==> config.mk <==
export PLATFORM = sky130hd
export DESIGN_NAME = tmr_evt_flags
export DESIGN_NICKNAME = d
export VERILOG_FILES = /design/src/rtl/tfr_pkg.sv /design/src/rtl/tfr_cmp_detect.sv /design/src/rtl/tfr_cap_src.sv /design/src/rtl/tfr_flag_bit.sv /design/src/rtl/tmr_evt_flags.sv
export SDC_FILE = /design/constraint.sdc
export NUM_CORES = 1
export LEC_CHECK = 0
export ABC_AREA = 1
export CELL_PAD_IN_SITES_DETAIL_PLACEMENT = 0
export CELL_PAD_IN_SITES_GLOBAL_PLACEMENT = 1
export CORE_MARGIN = 2
export CORE_UTILIZATION = 36
export CTS_CLUSTER_DIAMETER = 200
export DETAILED_ROUTE_END_ITERATION = 7
export DONT_BUFFER_PORTS = 1
export PLACE_DENSITY_LB_ADDON = 0.15
export RECOVER_POWER = 25
export REMOVE_ABC_BUFFERS = 1
export SYNTH_ARGS = -nofsm -noshare
export SYNTH_HDL_FRONTEND = slang
export SYNTH_SLANG_ARGS = --single-unit
==> constraint.sdc <==
create_clock -name clk -period 0.87 [get_ports clk]
set_input_delay 0 -clock clk [delete_from_list [all_inputs] [get_ports clk]]
set_output_delay 0 -clock clk [all_outputs]
set_load 0.005 [all_outputs]
==> src/rtl/tfr_pkg.sv <==
package tfr_pkg;
   localparam int NUM_FLAGS = 4;
   // flag vector index; read bit = FLAG_LSB + index
   localparam int FLG_OVF   = 0;
   localparam int FLG_CMPB  = 1;
   localparam int FLG_CMPA  = 2;
   localparam int FLG_CAP   = 3;
   localparam int FLAG_LSB  = 2;
   localparam int NUM_CMP   = 2;
endpackage

==> src/rtl/tfr_cmp_detect.sv <==
module tfr_cmp_detect #(
   parameter int CNT_W = 16
) (
   input  logic             clk,
   input  logic             rst_n,
   input  logic             tick,
   input  logic [CNT_W-1:0] cnt,
   input  logic [CNT_W-1:0] cmp,
   output logic             set_o
);
   logic match_q;

   // remember the match seen at this tick, report it at the next tick
   always_ff @(posedge clk) begin
      if (!rst_n)    match_q <= 1'b0;
      else if (tick) match_q <= (cnt == cmp);
   end

   assign set_o = tick & match_q;
endmodule

==> src/rtl/tfr_cap_src.sv <==
module tfr_cap_src #(
   parameter int CNT_W = 16
) (
   input  logic             tick,
   input  logic             top_sel_cap,
   input  logic [CNT_W-1:0] cnt,
   input  logic [CNT_W-1:0] cap_reg,
   input  logic             cap_evt,
   output logic             set_o
);
   always_comb begin
      if (top_sel_cap) set_o = tick & (cnt == cap_reg);
      else             set_o = tick & cap_evt;
   end
endmodule

==> src/rtl/tfr_flag_bit.sv <==
module tfr_flag_bit (
   input  logic clk,
   input  logic rst_n,
   input  logic set_i,
   input  logic clr_i,
   output logic flag_o
);
   // set has priority over clear so no event is lost
   always_ff @(posedge clk) begin
      if (!rst_n)     flag_o <= 1'b0;
      else if (set_i) flag_o <= 1'b1;
      else if (clr_i) flag_o <= 1'b0;
   end
endmodule

==> src/rtl/tmr_evt_flags.sv <==
module tmr_evt_flags #(
   parameter int CNT_W = 16,
   parameter int REG_W = 8
) (
   input  logic                           clk,
   input  logic                           rst_n,
   input  logic                           tick,
   input  logic [CNT_W-1:0]               cnt,
   input  logic [CNT_W-1:0]               cmp_a,
   input  logic [CNT_W-1:0]               cmp_b,
   input  logic [CNT_W-1:0]               cap_reg,
   input  logic                           top_sel_cap,
   input  logic                           cap_evt,
   input  logic                           ovf_evt,
   input  logic                           force_a,
   input  logic                           force_b,
   input  logic [tfr_pkg::NUM_FLAGS-1:0]  ack,
   input  logic                           wr_en,
   input  logic [REG_W-1:0]               wr_data,
   output logic [REG_W-1:0]               rd_data,
   input  logic [tfr_pkg::NUM_FLAGS-1:0]  irq_mask,
   output logic [tfr_pkg::NUM_FLAGS-1:0]  irq
);
   import tfr_pkg::*;

   localparam int FLAG_MSB = FLAG_LSB + NUM_FLAGS - 1;

   initial begin
      if (REG_W < FLAG_MSB + 2) $error("REG_W too narrow for flag layout");
      if (CNT_W < 2)            $error("CNT_W must be at least 2");
   end

   logic [NUM_FLAGS-1:0] set_v;
   logic [NUM_FLAGS-1:0] clr_v;
   logic [NUM_FLAGS-1:0] flags;
   logic [CNT_W-1:0]     cmp_arr [NUM_CMP];

   assign cmp_arr[0] = cmp_a;
   assign cmp_arr[1] = cmp_b;

   // forced-compare strobes must not reach the flags
   logic unused_strobes;
   assign unused_strobes = &{1'b0, force_a, force_b,
                             wr_data[REG_W-1:FLAG_MSB+1], wr_data[FLAG_LSB-1:0]};

   for (genvar c = 0; c < NUM_CMP; c++) begin : g_cmp
      tfr_cmp_detect #(.CNT_W(CNT_W)) u_det (
         .clk   (clk),
         .rst_n (rst_n),
         .tick  (tick),
         .cnt   (cnt),
         .cmp   (cmp_arr[c]),
         .set_o (set_v[FLG_CMPA - c])
      );
   end

   tfr_cap_src #(.CNT_W(CNT_W)) u_cap (
      .tick        (tick),
      .top_sel_cap (top_sel_cap),
      .cnt         (cnt),
      .cap_reg     (cap_reg),
      .cap_evt     (cap_evt),
      .set_o       (set_v[FLG_CAP])
   );

   assign set_v[FLG_OVF] = tick & ovf_evt;

   for (genvar f = 0; f < NUM_FLAGS; f++) begin : g_flag
      assign clr_v[f] = ack[f] | (wr_en & wr_data[FLAG_LSB + f]);
      tfr_flag_bit u_bit (
         .clk    (clk),
         .rst_n  (rst_n),
         .set_i  (set_v[f]),
         .clr_i  (clr_v[f]),
         .flag_o (flags[f])
      );
   end

   always_comb begin
      rd_data = '0;
      rd_data[FLAG_MSB:FLAG_LSB] = flags;
   end

   assign irq = flags & irq_mask;
endmodule

After elaboration in Yosys (flattened, before gate mapping)
Index checks and enable logic that the tools add are counted.
{"block": "word_totals", "ff_bits": 6, "wordCells": 36}
{"block": "classes", "bitwise_logic": 14, "n_reduce_logical": 4, "mux": 9, "n_eq_ne": 3}
{"op": "== test 16 bit", "count": 3}
{"op": "AND 1 bit", "count": 9}
{"op": "2-to-1 mux 1 bit", "count": 9}
{"op": "nonzero test 2 bit", "count": 4}
{"op": "AND 4 bit", "count": 1}
{"op": "bitwise OR 1 bit", "count": 4}

Depth between registers and ports, before layout
Gate-level depths: netlist (run 1).
{"block": "depth", "ltp_word": 4, "ltp_mapped": 10, "ltp_nobuf": 10}

Modules after synthesis
From an unflattened synthesis (run 1), not the netlist that was laid out.
{"block": "unflattened", "cells_unflattened": 280, "hier_area_um2": 1283.7}
{"module": "tfr_cmp_detect", "seq_area_each_um2": 20.0, "cells_per_inst": 80, "n_inst": 2, "area_per_inst_um2": 347.8}
{"module": "tfr_cap_src", "seq_area_each_um2": 0.0, "cells_per_inst": 69, "n_inst": 1, "area_per_inst_um2": 296.5}
{"module": "tfr_flag_bit", "seq_area_each_um2": 20.0, "cells_per_inst": 6, "n_inst": 4, "area_per_inst_um2": 43.8}
{"module": "tmr_evt_flags", "seq_area_each_um2": 0.0, "cells_per_inst": 27, "n_inst": 1, "area_per_inst_um2": 116.4}

Worst setup path before layout (run 1)
Ideal clock, no wire load.
{"block": "synth_path", "path_kind": "input port to flip-flop", "startpoint": "input port cnt[8]", "endpoint": "register g_flag[3].u_bit.flag_o", "cell_stages": 10, "setup_slack_ns": 0.207, "n_path_buf": 0, "t_arrival_ns": 0.597, "required_ns": 0.804, "cell_sequence": "inv_2 -> nand2_1 -> nand2_2 -> nor2_1 -> nand3_1 -> nor2_1 -> nand2_1 -> nand2_1 -> nand2_1 -> a21oi_2"}
{"block": "synth_via", "elab_chain_len": 4, "elab_cells_between_ends": 5, "cone_classes": "1 x eq/ne; 2 x mux; 1 x bitwise; 1 x reduce/logical"}
{"element": "from (decl)", "line": "tmr_evt_flags.sv:8", "rtl": "input logic [CNT_W-1:0] cnt,"}
{"element": "== test 16 bit (*)", "line": "tfr_cap_src.sv:12", "rtl": "if (top_sel_cap) set_o = tick & (cnt == cap_reg);"}
{"element": "AND 1 bit (*)", "line": "tfr_cap_src.sv:12"}
{"element": "2-to-1 mux 1 bit (*)", "line": "tfr_cap_src.sv:12"}
{"element": "2-to-1 mux 1 bit / nonzero test 2 bit (equally long branches)"}
{"element": "to (signal assigned)", "line": "tfr_flag_bit.sv:10", "rtl": "if (!rst_n) flag_o <= 1'b0;"}
{"element": "to (signal assigned)", "line": "tfr_flag_bit.sv:11", "rtl": "else if (set_i) flag_o <= 1'b1;"}
{"element": "to (signal assigned)", "line": "tfr_flag_bit.sv:12", "rtl": "else if (clr_i) flag_o <= 1'b0;"}
{"element": "to (decl)", "line": "tfr_flag_bit.sv:6", "rtl": "output logic flag_o"}
Mark *: on every way between the ends. The rest lies on a longest branch, timed or not.
A chain may end at the register's enable or synchronous reset.

Final worst setup path (run 1)
{"block": "layout_path", "startpoint": "input port wr_en", "endpoint": "register g_flag[2].u_bit.flag_o"}
{"block": "layout_via", "elab_chain_len": 3}
{"element": "from (decl)", "line": "tmr_evt_flags.sv:18", "rtl": "input logic wr_en,"}
{"element": "AND 1 bit", "line": "tmr_evt_flags.sv:69", "rtl": "assign clr_v[f] = ack[f] | (wr_en & wr_data[FLAG_LSB + f]);"}
{"element": "bitwise OR 1 bit", "line": "tmr_evt_flags.sv:69"}
{"element": "nonzero test 2 bit (no source line)"}
{"element": "to (signal assigned)", "line": "tfr_flag_bit.sv:10"}
{"element": "to (signal assigned)", "line": "tfr_flag_bit.sv:11"}
{"element": "to (signal assigned)", "line": "tfr_flag_bit.sv:12"}
{"element": "to (decl)", "line": "tfr_flag_bit.sv:6"}
Every way passes these cells.

==> results by group, run 1 <==
Die
  – # rows: 19
  – Effective utilization at floorplan: 0.375
  – Num ports: 101
  – Die area: 3270 um2
  – Die Ht: 57.2 um
  – Die width: 57.2 um
  – Core Region: 2710 um2

Yosys
  – Post-synthesis simple-gate area fraction: 0.416
  – Asr flop ratio synth: 0
  – Synth cell count leaders: nand2_1, inv_1, nor2_1
  – Yosys top cell by area: nand2_1
  – Average size of a mapped cell: 5.44 um2
  – Most area-consuming cells after synthesis: nand2_1, dfxtp_1, xnor2_1, inv_1, nor2_1
  – Xor-xnor portion of the synthesized cell area: 0.164
  – Ys flop type: dfxtp_1
  – Register area share after synthesis: 0.118
  – Adder-Cell Fraction of Synth Area: 0
  – Most common cell in the netlist: nand2_1
  – Syn. warnings: 0
  – Largest family of logic cells by synthesized area: simple AND/OR/NAND/NOR gates
  – Synth Area in Compound Gates: 0.129
  – Synth unique cells: 20
  – Mux cell area share after synthesis: 0
  – Mapped Area: 1020 um2
  – Post-synth top area share: 0.196
  – Syn Inst Count: 187
  – Post-synth EDFFs: 0
  – FF+latch count, synth: 6

Placement
  – Dpl cell area: 1010 um2
  – Final HPWL DP: 2190 um
  – PortBufs: 0
  – GPL Wtd Cong: 0.779
  – Dpl cells: 213

GRT
  – Largest net degree at the start of global routing: 7
  – Vias in the first global route: 1033
  – GRT overflow: 0
  – GRT Total Usage: 0.156
  – First-pass GRT wire length: 4110 um
  – Initial antenna violation count: 0

Timing
  – Setup Total Neg Slack: 0 ns
  – Fmax: 1270 MHz
  – Pins Over Slew Limit: 0
  – Endpoints failing setup: 0
  – Crit path time final: 0.788 ns
  – Worst Clk Skew: 0.00299 ns
  – Final hold vios: 0
  – RSZ-0062 raised after global routing: false
  – Period utilization: 0.906

Flow run
  – Maxcap violations: 0

Worst setup path
  – Worst r2r path cells: 2
  – Crit path capture type: flop
  – CP max-delay cell: dlygate4sd3_1
  – Critical path endpoint: g_flag[2].u_bit.flag_o
  – RR Startpoint: g_flag[3].u_bit.flag_o
  – Critical path's largest stage delay: 0.59 ns
  – CP Launch Type: primary input
  – Peak fanout along the critical path: 4
  – Crit path top cell by count: a21oi_1
  – Worst reg2reg endpoint: g_flag[3].u_bit.flag_o
  – Worst Path Required: 1.04 ns
  – Setup crit start: wr_en
  – CP arrival: 0.96 ns
  – CP cell instances: dlygate4sd3_1 > a21oi_1 > nand3_1 > a21oi_1
  – Type of the worst setup path: in2reg
  – FF-to-FF setup slack: 0.21 ns

Power
  – P per Cell Area: 754 nW/um2
  – VDD IR max: 708 uV
  – Leak: 0.567 nW

Hold path
  – Hold Crit Class: in2reg

CTS
  – CTS Sinks: 6
  – Clock Latency Late Sink: 0.24 ns
  – CTS root buffer: clkbuf_4
  – CTS H-tree depth: 1
  – CTS buffer count: 3
  – CTS tree: built
  – Gates resized, CTS repair: 0
  – Clock transition at path regs: 0.04 ns
  – Clock tree buffer depth: 2

Outcome
  – Status: completed

Finish
  – Fin util: 0.432
  – Final std cells w/o fill: 230
  – Nets@finish: 290
  – Layout cells sized above 1: 0.101
  – Layout area overhead: 15.0%
  – Final instance area: 1170 um2
  – Ant. Diodes: 0

Routing
  – Drt drc: 0
  – Iter 0 DRT Violations: 36
  – Vias per cell: 4.76
  – Drt wl/cell: 11.2 um
  – Routed Antenna Nets: 0
  – DR vias: 1095
  – Drt pass-1 iters: 4
  – Total Wirelength: 2570 um
## kinds of logic (layout without fill, tap and decap cells)
kind of cell | after synthesis | after routing
other | 1 | 4
DFF | 6 | 6
and+or+nand+nor | 98 | 98
buffers and inverters | 38 | 47
AOI/OAI and AO/OA | 25 | 25
xor gates and xnor gates | 19 | 19
## repair_timing
action / 4_1_cts / 5_1_grt
hold endpoints to repair: 6 / 0
hold buffers: 14 / 0
buffers inserted: 0 / 0
## layer usage
metal  up-vias  global-route usage  share of wire  routed length (um)
li1        596                   -              -                   -
met5         -                   0              0                   0
met1       445               0.180           0.39                 995
met4         0              0.0199              0                   0
met2        54               0.302           0.52                1340
met3         0              0.0272          0.091                 234
## flip-flops by register name, summed over array words and instances (netlist names)
name,flops
g_flag.u_bit.flag_o,4
g_cmp.u_det.match_q,2
## cells in the final DEF, fill, tap and decap left out
| cell | synthesis | final |
|---|---|---|
| a21oi_2 | 1 | 1 |
| dlygate4sd3_1 | 0 | 14 |
| nor2_1 | 18 | 18 |
| nand2_2 | 1 | 1 |
| nand4_1 | 4 | 4 |
| o21ai_0 | 7 | 7 |
| conb_1 | 1 | 4 |
| xor2_1 | 6 | 6 |
| or2_2 | 6 | 6 |
| nand2_1 | 53 | 53 |
| o22ai_1 | 2 | 2 |
| a21oi_1 | 11 | 11 |
| nand3b_1 | 3 | 3 |
| xnor2_1 | 13 | 13 |
| inv_2 | 9 | 9 |
| o21ai_1 | 4 | 4 |
| inv_1 | 21 | 21 |
| nand3_1 | 11 | 11 |
| dfxtp_1 | 6 | 6 |
| clkbuf_4 | 0 | 3 |
| nor3_1 | 2 | 2 |
## report_power, final
part | switching, W | leakage (nW) | internal [W]
combinational | 0.000163 | 0.505 | 0.000189
sequential | 0.00000353 | 0.0486 | 0.000280
clock | 0.0000917 | 0.0138 | 0.000155
## worst min-delay path by stage
stage,from,to,cells past startpoint
final,top_sel_cap,g_flag[3].u_bit.flag_o,5
after global routing,top_sel_cap,g_flag[3].u_bit.flag_o,5
after CTS,top_sel_cap,g_flag[3].u_bit.flag_o,5
after detailed placement,irq_mask[0],irq[0],2
after global placement,irq_mask[0],irq[0],2
after floorplan,irq_mask[3],irq[3],2
## through the flow
stage | hold slack, ns | worst slack (ns) | total power (W)
after floorplan | 0.0793 | 0.207 | 0.000544
after global placement | 0.0847 | 0.0443 | 0.000588
after detailed placement | 0.0842 | 0.0580 | 0.000591
after CTS | 0.0304 | 0.104 | 0.000905
after global routing | 0.0810 | 0.0321 | 0.000977
final | 0.0379 | 0.0820 | 0.000883
## worst max-delay path, delay by kind of cell
| family | cells | cell delay [ns] |
|---|---|---|
| AO/OA/AOI/OAI | 2 | 0.28 |
| buffers and inverters | 1 | 0.59 |
| AND/OR/NAND/NOR | 1 | 0.08 |
## area by class of cell
| type | count | area, um2 |
|---|---|---|
| Timing Repair Buffer | 14 | 140 |
| Fill cell | 317 | 1540 |
| Multi-Input combinational cell | 146 | 736 |
| Tap cell | 31 | 38.8 |
| Clock buffer | 3 | 22.5 |
| Sequential cell | 6 | 120 |
| Inverter | 30 | 113 |
(Power assumes the default switching activity.)
==> run 2: changes to the inputs <==
--- a/config.mk
+++ b/config.mk
@@ -5,11 +5,10 @@
 export SDC_FILE = /design/constraint.sdc
 export NUM_CORES = 1
 export LEC_CHECK = 0
-export ABC_AREA = 1
 export CELL_PAD_IN_SITES_DETAIL_PLACEMENT = 0
 export CELL_PAD_IN_SITES_GLOBAL_PLACEMENT = 1
 export CORE_MARGIN = 2
-export CORE_UTILIZATION = 36
+export CORE_UTILIZATION = 38
 export CTS_CLUSTER_DIAMETER = 200
 export DETAILED_ROUTE_END_ITERATION = 7
 export DONT_BUFFER_PORTS = 1
==> run 2 against run 1 <==
Net effect: critical path depth down 2; sequential power about the same; first-iteration DRC count down 72%; cell area down 15%; worst setup slack worse by 0.032 ns; worst hold slack worse by 0.031 ns; via count down 31%; routed wire length down 20%; count of clock-buffer cells in the layout unchanged; combinational power down 22%; final cell count down 36%.
==> results by group, run 2 <==
CTS
  – CTS tree: built
  – Gates resized, CTS repair: 0
  – Clock transition at path regs: 0.05 ns
  – CTS buffer count: 3
  – Setup Fix Bufs, Post-CTS: 0
  – Clock Latency Late Sink: 0.25 ns
  – CTS H-tree depth: 1
  – CTS Sinks: 6
  – Post-CTS Hold Fix Bufs: 12
  – Clock tree buffer depth: 2
  – CTS root buffer: clkbuf_4

Worst setup path
  – Levels on crit path: 2
  – Type of the worst setup path: reg2out
  – Peak fanout along the critical path: 2
  – CP bufs+invs: 1
  – Worst r2r path cells: 4
  – Worst Path Required: 0.87 ns
  – Critical path's largest stage delay: 0.30 ns
  – CP Launch Type: flop
  – Critical path's top delay family: flip-flops
  – Crit path capture type: output pin
  – CP arrival: 0.82 ns
  – CP max-delay cell: dfxtp_1
  – CP cell instances: buf_4 > and2_1

Timing
  – Endpoints failing setup: 0
  – Final hold vios: 0
  – RSZ-0062 raised after global routing: false
  – Final worst slack: 0.0505 ns
  – Worst Clk Skew: 0.000539 ns
  – Pins Over Slew Limit: 0
  – Fmax: 1220 MHz
  – Setup Total Neg Slack: 0 ns
  – Crit path time final: 0.820 ns
  – Period utilization: 0.942

Power
  – Leak: 0.397 nW
  – Internal Pwr Total: 0.000598 W
  – P per Cell Area: 823 nW/um2
  – Sw Share: 0.273
  – VDD IR max: 343 uV
  – Gate power share: 0.334
  – Share of power burned in registers: 0.344
  – Clock power share: 0.323
  – P_sw: 0.000224 W

Placement
  – Worst slack at placement: -0.0310 ns
  – PortBufs: 0
  – Final HPWL DP: 1800 um
  – GPL Wtd Cong: 0.671
  – Dpl cells: 132

Finish
  – Largest regs: g_flag.u_bit.flag_o x4, g_cmp.u_det.match_q x2
  – Most frequent cells in the layout: xor2_1, dlygate4sd3_1, nor4_1, nand2_1, dfxtp_1
  – Layout cells sized above 1: 0.0420
  – FILL cells: 229
  – Biggest register: g_flag.u_bit.flag_o
  – Nets@finish: 210
  – Layout area overhead: 15.8%
  – Max reg flops: 4
  – Fin util: 0.460
  – Final std cells w/o fill: 147
  – Commonest non-fill, non-tap cell in the layout: xor2_1
  – Ant. Diodes: 0

Routing
  – Vias per cell: 5.12
  – Drt pass-1 iters: 4
  – Iter 0 DRT Violations: 10
  – Routed Antenna Nets: 0
  – Drt drc: 0
  – DR vias: 753
  – Drt wl/cell: 14.0 um
  – Total Wirelength: 2060 um

Yosys
  – Asr flop ratio synth: 0
  – Syn. warnings: 0
  – Mapped Area: 862 um2
  – Ys flop type: dfxtp_1
  – Most area-consuming cells after synthesis: xor2_1, dfxtp_1, buf_4, nor4_1, and2_1
  – Post-synth top area share: 0.457
  – Synth unique cells: 18
  – FF+latch count, synth: 6
  – Synth cell count leaders: xor2_1, buf_4, nand2_1, nor4_1, dfxtp_1
  – Register area share after synthesis: 0.139
  – Yosys top cell by area: xor2_1
  – Most common cell in the netlist: xor2_1
  – Post-synth EDFFs: 0
  – Syn Inst Count: 108
  – Average size of a mapped cell: 7.98 um2

Flow run
  – Maxcap violations: 0

Die
  – # rows: 17
  – Effective utilization at floorplan: 0.397
  – Die Ht: 51.6 um
  – Die width: 51.6 um
  – Core Region: 2170 um2
  – Num ports: 101
  – Die area: 2670 um2

Hold path
  – Hold Crit Class: in2reg
  – Worst Hold Depth: 3

GRT
  – GRT Total Usage: 0.147
  – Largest net degree at the start of global routing: 5
  – Vias in the first global route: 729
  – First-pass GRT wire length: 2830 um
  – GRT overflow: 0
  – Initial antenna violation count: 0

Outcome
  – Status: completed
## run 2: cells by family (layout without fill, tap and decap cells)
kind of cell              after synthesis  count (layout)  share of synthesized area
xor gates and xnor gates               48              48                      0.488
AOI/OAI and AO/OA                       8               8                     0.0639
buffers and inverters                  12              20                     0.0871
other                                   1               4                    0.00435
DFF                                     6               6                      0.139
and+or+nand+nor                        33              33                      0.218
## run 2: layer usage
metal	global-route usage	vias to the layer above	share of wire
met1	0.156	317	0.37
met4	0.0658	0	0.0082
met2	0.276	60	0.50
met5	0	-	0
met3	0.0316	2	0.12
li1	-	374	-
## run 2: layout make-up
type | count | area (um2) | area share
clock buffer | 3 | 22.5 | 0.0226
inverter | 4 | 15.0 | 0.0150
multi-input combinational | 93 | 678 | 0.679
sequential | 6 | 120 | 0.120
tap | 28 | 35.0 | 0.0351
timing repair buffer | 13 | 128 | 0.128
## run 2: tightest hold or removal path, delay by kind of cell
kind | cells | cell delay [ns]
AO/OA/AOI/OAI | 1 | 0.09
AND/OR/NAND/NOR | 2 | 0.13
## run 2: per-stage QoR
| stage | hold slack (ns) | total power [W] | instance area [um2] |
|---|---|---|---|
| after floorplan | 0.116 | 0.000479 | 813 |
| after global placement | 0.122 | 0.000514 | 856 |
| after detailed placement | 0.119 | 0.000515 | 856 |
| after global routing | 0.0158 | 0.000883 | 998 |
| after CTS | 0.00275 | 0.000839 | 998 |
| final | 0.00646 | 0.000822 | 998 |
## run 2: worst paths after layout
| kind | from | end | slack, ns |
|---|---|---|---|
| setup / recovery | g_flag[3].u_bit.flag_o | irq[3] | 0.05 |
| hold reg to reg | g_cmp[0].u_det.match_q | g_cmp[0].u_det.match_q | 0.46 |
| setup reg to reg | g_flag[3].u_bit.flag_o | g_flag[3].u_bit.flag_o | 0.12 |
| hold / removal | wr_en | g_flag[2].u_bit.flag_o | 0.006 |
## run 2: power groups by stage
stage / registers (W) / logic [W] / clock network, W
after floorplan: 0.000288 / 0.000192 / 0
after global placement: 0.000288 / 0.000227 / 0
after detailed placement: 0.000288 / 0.000227 / 0
after CTS: 0.000283 / 0.000280 / 0.000276
after global routing: 0.000283 / 0.000307 / 0.000293
final: 0.000283 / 0.000274 / 0.000265
==> run 3: changes to the inputs <==
--- a/config.mk
+++ b/config.mk
@@ -12,6 +12,7 @@
 export CTS_CLUSTER_DIAMETER = 200
 export DETAILED_ROUTE_END_ITERATION = 7
 export DONT_BUFFER_PORTS = 1
+export GPL_TIMING_DRIVEN = 0
 export PLACE_DENSITY_LB_ADDON = 0.15
 export RECOVER_POWER = 25
 export REMOVE_ABC_BUFFERS = 1
==> run 3 against run 2 <==
Net effect: worst hold slack better by 0.0055 ns; die area did not move; critical endpoint is now g_flag[3].u_bit.flag_o; cell area down 2.3%; largest cell class unchanged; largest power group unchanged; critical path depth is 2 higher; sequential share of layout area rose by 0.28 points.
==> results by group, run 3 (same netlist as run 2, synthesis figures left out) <==
CTS
  – CTS tree: built
  – Clock tree buffer depth: 2
  – Clock transition at path regs: 0.05 ns
  – CTS Sinks: 6
  – Clock Latency Late Sink: 0.24 ns
  – CTS buffer count: 3
  – CTS root buffer: clkbuf_4
  – CTS H-tree depth: 1

Finish
  – Biggest register: g_flag.u_bit.flag_o
  – Layout cells sized above 1: 0.0431
  – Layout area overhead: 13.2%
  – Largest regs: g_flag.u_bit.flag_o x4, g_cmp.u_det.match_q x2
  – Max reg flops: 4
  – Most frequent cells in the layout: xor2_1, dlygate4sd3_1, nor4_1, nand2_1, dfxtp_1
  – Commonest non-fill, non-tap cell in the layout: xor2_1
  – Ant. Diodes: 0
  – Nets@finish: 207

Power
  – Leak: 0.384 nW
  – P per Cell Area: 820 nW/um2
  – VDD IR max: 449 uV

Timing
  – Worst Clk Skew: 0.00346 ns
  – WHS: 0.0120 ns
  – Endpoints failing setup: 0
  – Final worst slack: 0.0782 ns
  – Period utilization: 0.910
  – Pins Over Slew Limit: 0
  – Crit path time final: 0.792 ns
  – Fmax: 1260 MHz
  – Final hold vios: 0
  – RSZ-0062 raised after global routing: false
  – Setup Total Neg Slack: 0 ns

Routing
  – Routed Antenna Nets: 0
  – DR vias: 759
  – Total Wirelength: 2080 um
  – Iter 0 DRT Violations: 5
  – Drt drc: 0
  – Drt wl/cell: 14.5 um
  – Drt pass-1 iters: 3
  – Vias per cell: 5.27

Worst setup path
  – Critical path's top delay family: buffers and inverters
  – Worst Path Required: 1.04 ns
  – CP Launch Type: primary input
  – Crit path capture type: flop
  – CP arrival: 0.97 ns
  – Critical path's largest stage delay: 0.57 ns
  – CP max-delay cell: dlygate4sd3_1
  – Type of the worst setup path: in2reg
  – CP bufs+invs: 1
  – CP cell instances: dlygate4sd3_1 > xnor2_1 > nand4_1 > o21ai_1
  – Peak fanout along the critical path: 3

Outcome
  – Status: completed

Die
  – Core Region: 2170 um2
  – # rows: 17
  – Effective utilization at floorplan: 0.397
  – Die Ht: 51.6 um
  – Die area: 2670 um2
  – Num ports: 101
  – Die width: 51.6 um

GRT
  – Vias in the first global route: 800
  – GRT Total Usage: 0.158
  – First-pass GRT wire length: 3060 um
  – Largest net degree at the start of global routing: 5
  – Initial antenna violation count: 0
  – GRT overflow: 0

Placement
  – GPL Wtd Cong: 0.646
  – Final HPWL DP: 1840 um
  – PortBufs: 0
  – Worst slack at placement: -0.0347 ns

Hold path
  – Hold Crit Class: in2reg

Flow run
  – Maxcap violations: 0
run 3: layer usage:
| metal | GRT usage | vias to the layer above | routed length [um] |
|---|---|---|---|
| met5 | 0 | - | 0 |
| met2 | 0.299 | 58 | 1060 |
| met3 | 0.0517 | 2 | 234 |
| li1 | - | 369 | - |
| met1 | 0.159 | 330 | 771 |
| met4 | 0.0526 | 0 | 16 |
run 3: cell type report:
type,count,area [um2]
well taps,28,35.0
fillers,231,1190
multi-input cells,93,683
clock buffers,3,22.5
flip-flops and latches,6,120
repair buffers,10,100
inverters,4,15.0
run 3: tightest hold or removal path: cells and delay by family:
family	cells	cell delay, ns
buffers and inverters	1	0.03
AND/OR/NAND/NOR	1	0.10
AO/OA/AOI/OAI	1	0.08
run 3: power breakdown:
group	switching, W	leakage [nW]	internal [W]	total (W)
Sequential	0.00000332	0.0486	0.000280	0.000283
Clock	0.0000954	0.0138	0.000156	0.000251
Combinational	0.000112	0.322	0.000154	0.000266
run 3: repair_timing:
action                                 in CTS  in global routing
endpoints found under the hold margin       6                  0
hold buffers                               10                  0
resized for setup                           0                  1
setup endpoints to repair                   0                  1
buffers inserted                            0                  0
run 3: path summary, 6_finish.rpt:
path | start | to | cells past startpoint | slack, ns
hold reg to reg | g_cmp[1].u_det.match_q | g_cmp[1].u_det.match_q | 2 | 0.46
setup / recovery | cnt[0] | g_flag[3].u_bit.flag_o | 4 | 0.08
hold / removal | ack[2] | g_flag[2].u_bit.flag_o | 3 | 0.01
setup reg to reg | g_flag[3].u_bit.flag_o | g_flag[3].u_bit.flag_o | 4 | 0.10
run 3: through the flow:
stage / instance area (um2) / power (W) / util / std cells
final: 976 / 0.000801 / 0.450 / 144
after global routing: 976 / 0.000875 / 0.450 / 144
after CTS: 971 / 0.000817 / 0.448 / 144
after detailed placement: 848 / 0.000514 / 0.391 / 131
after global placement: 848 / 0.000510 / 0.391 / 131
after floorplan: 813 / 0.000479 / - / 103
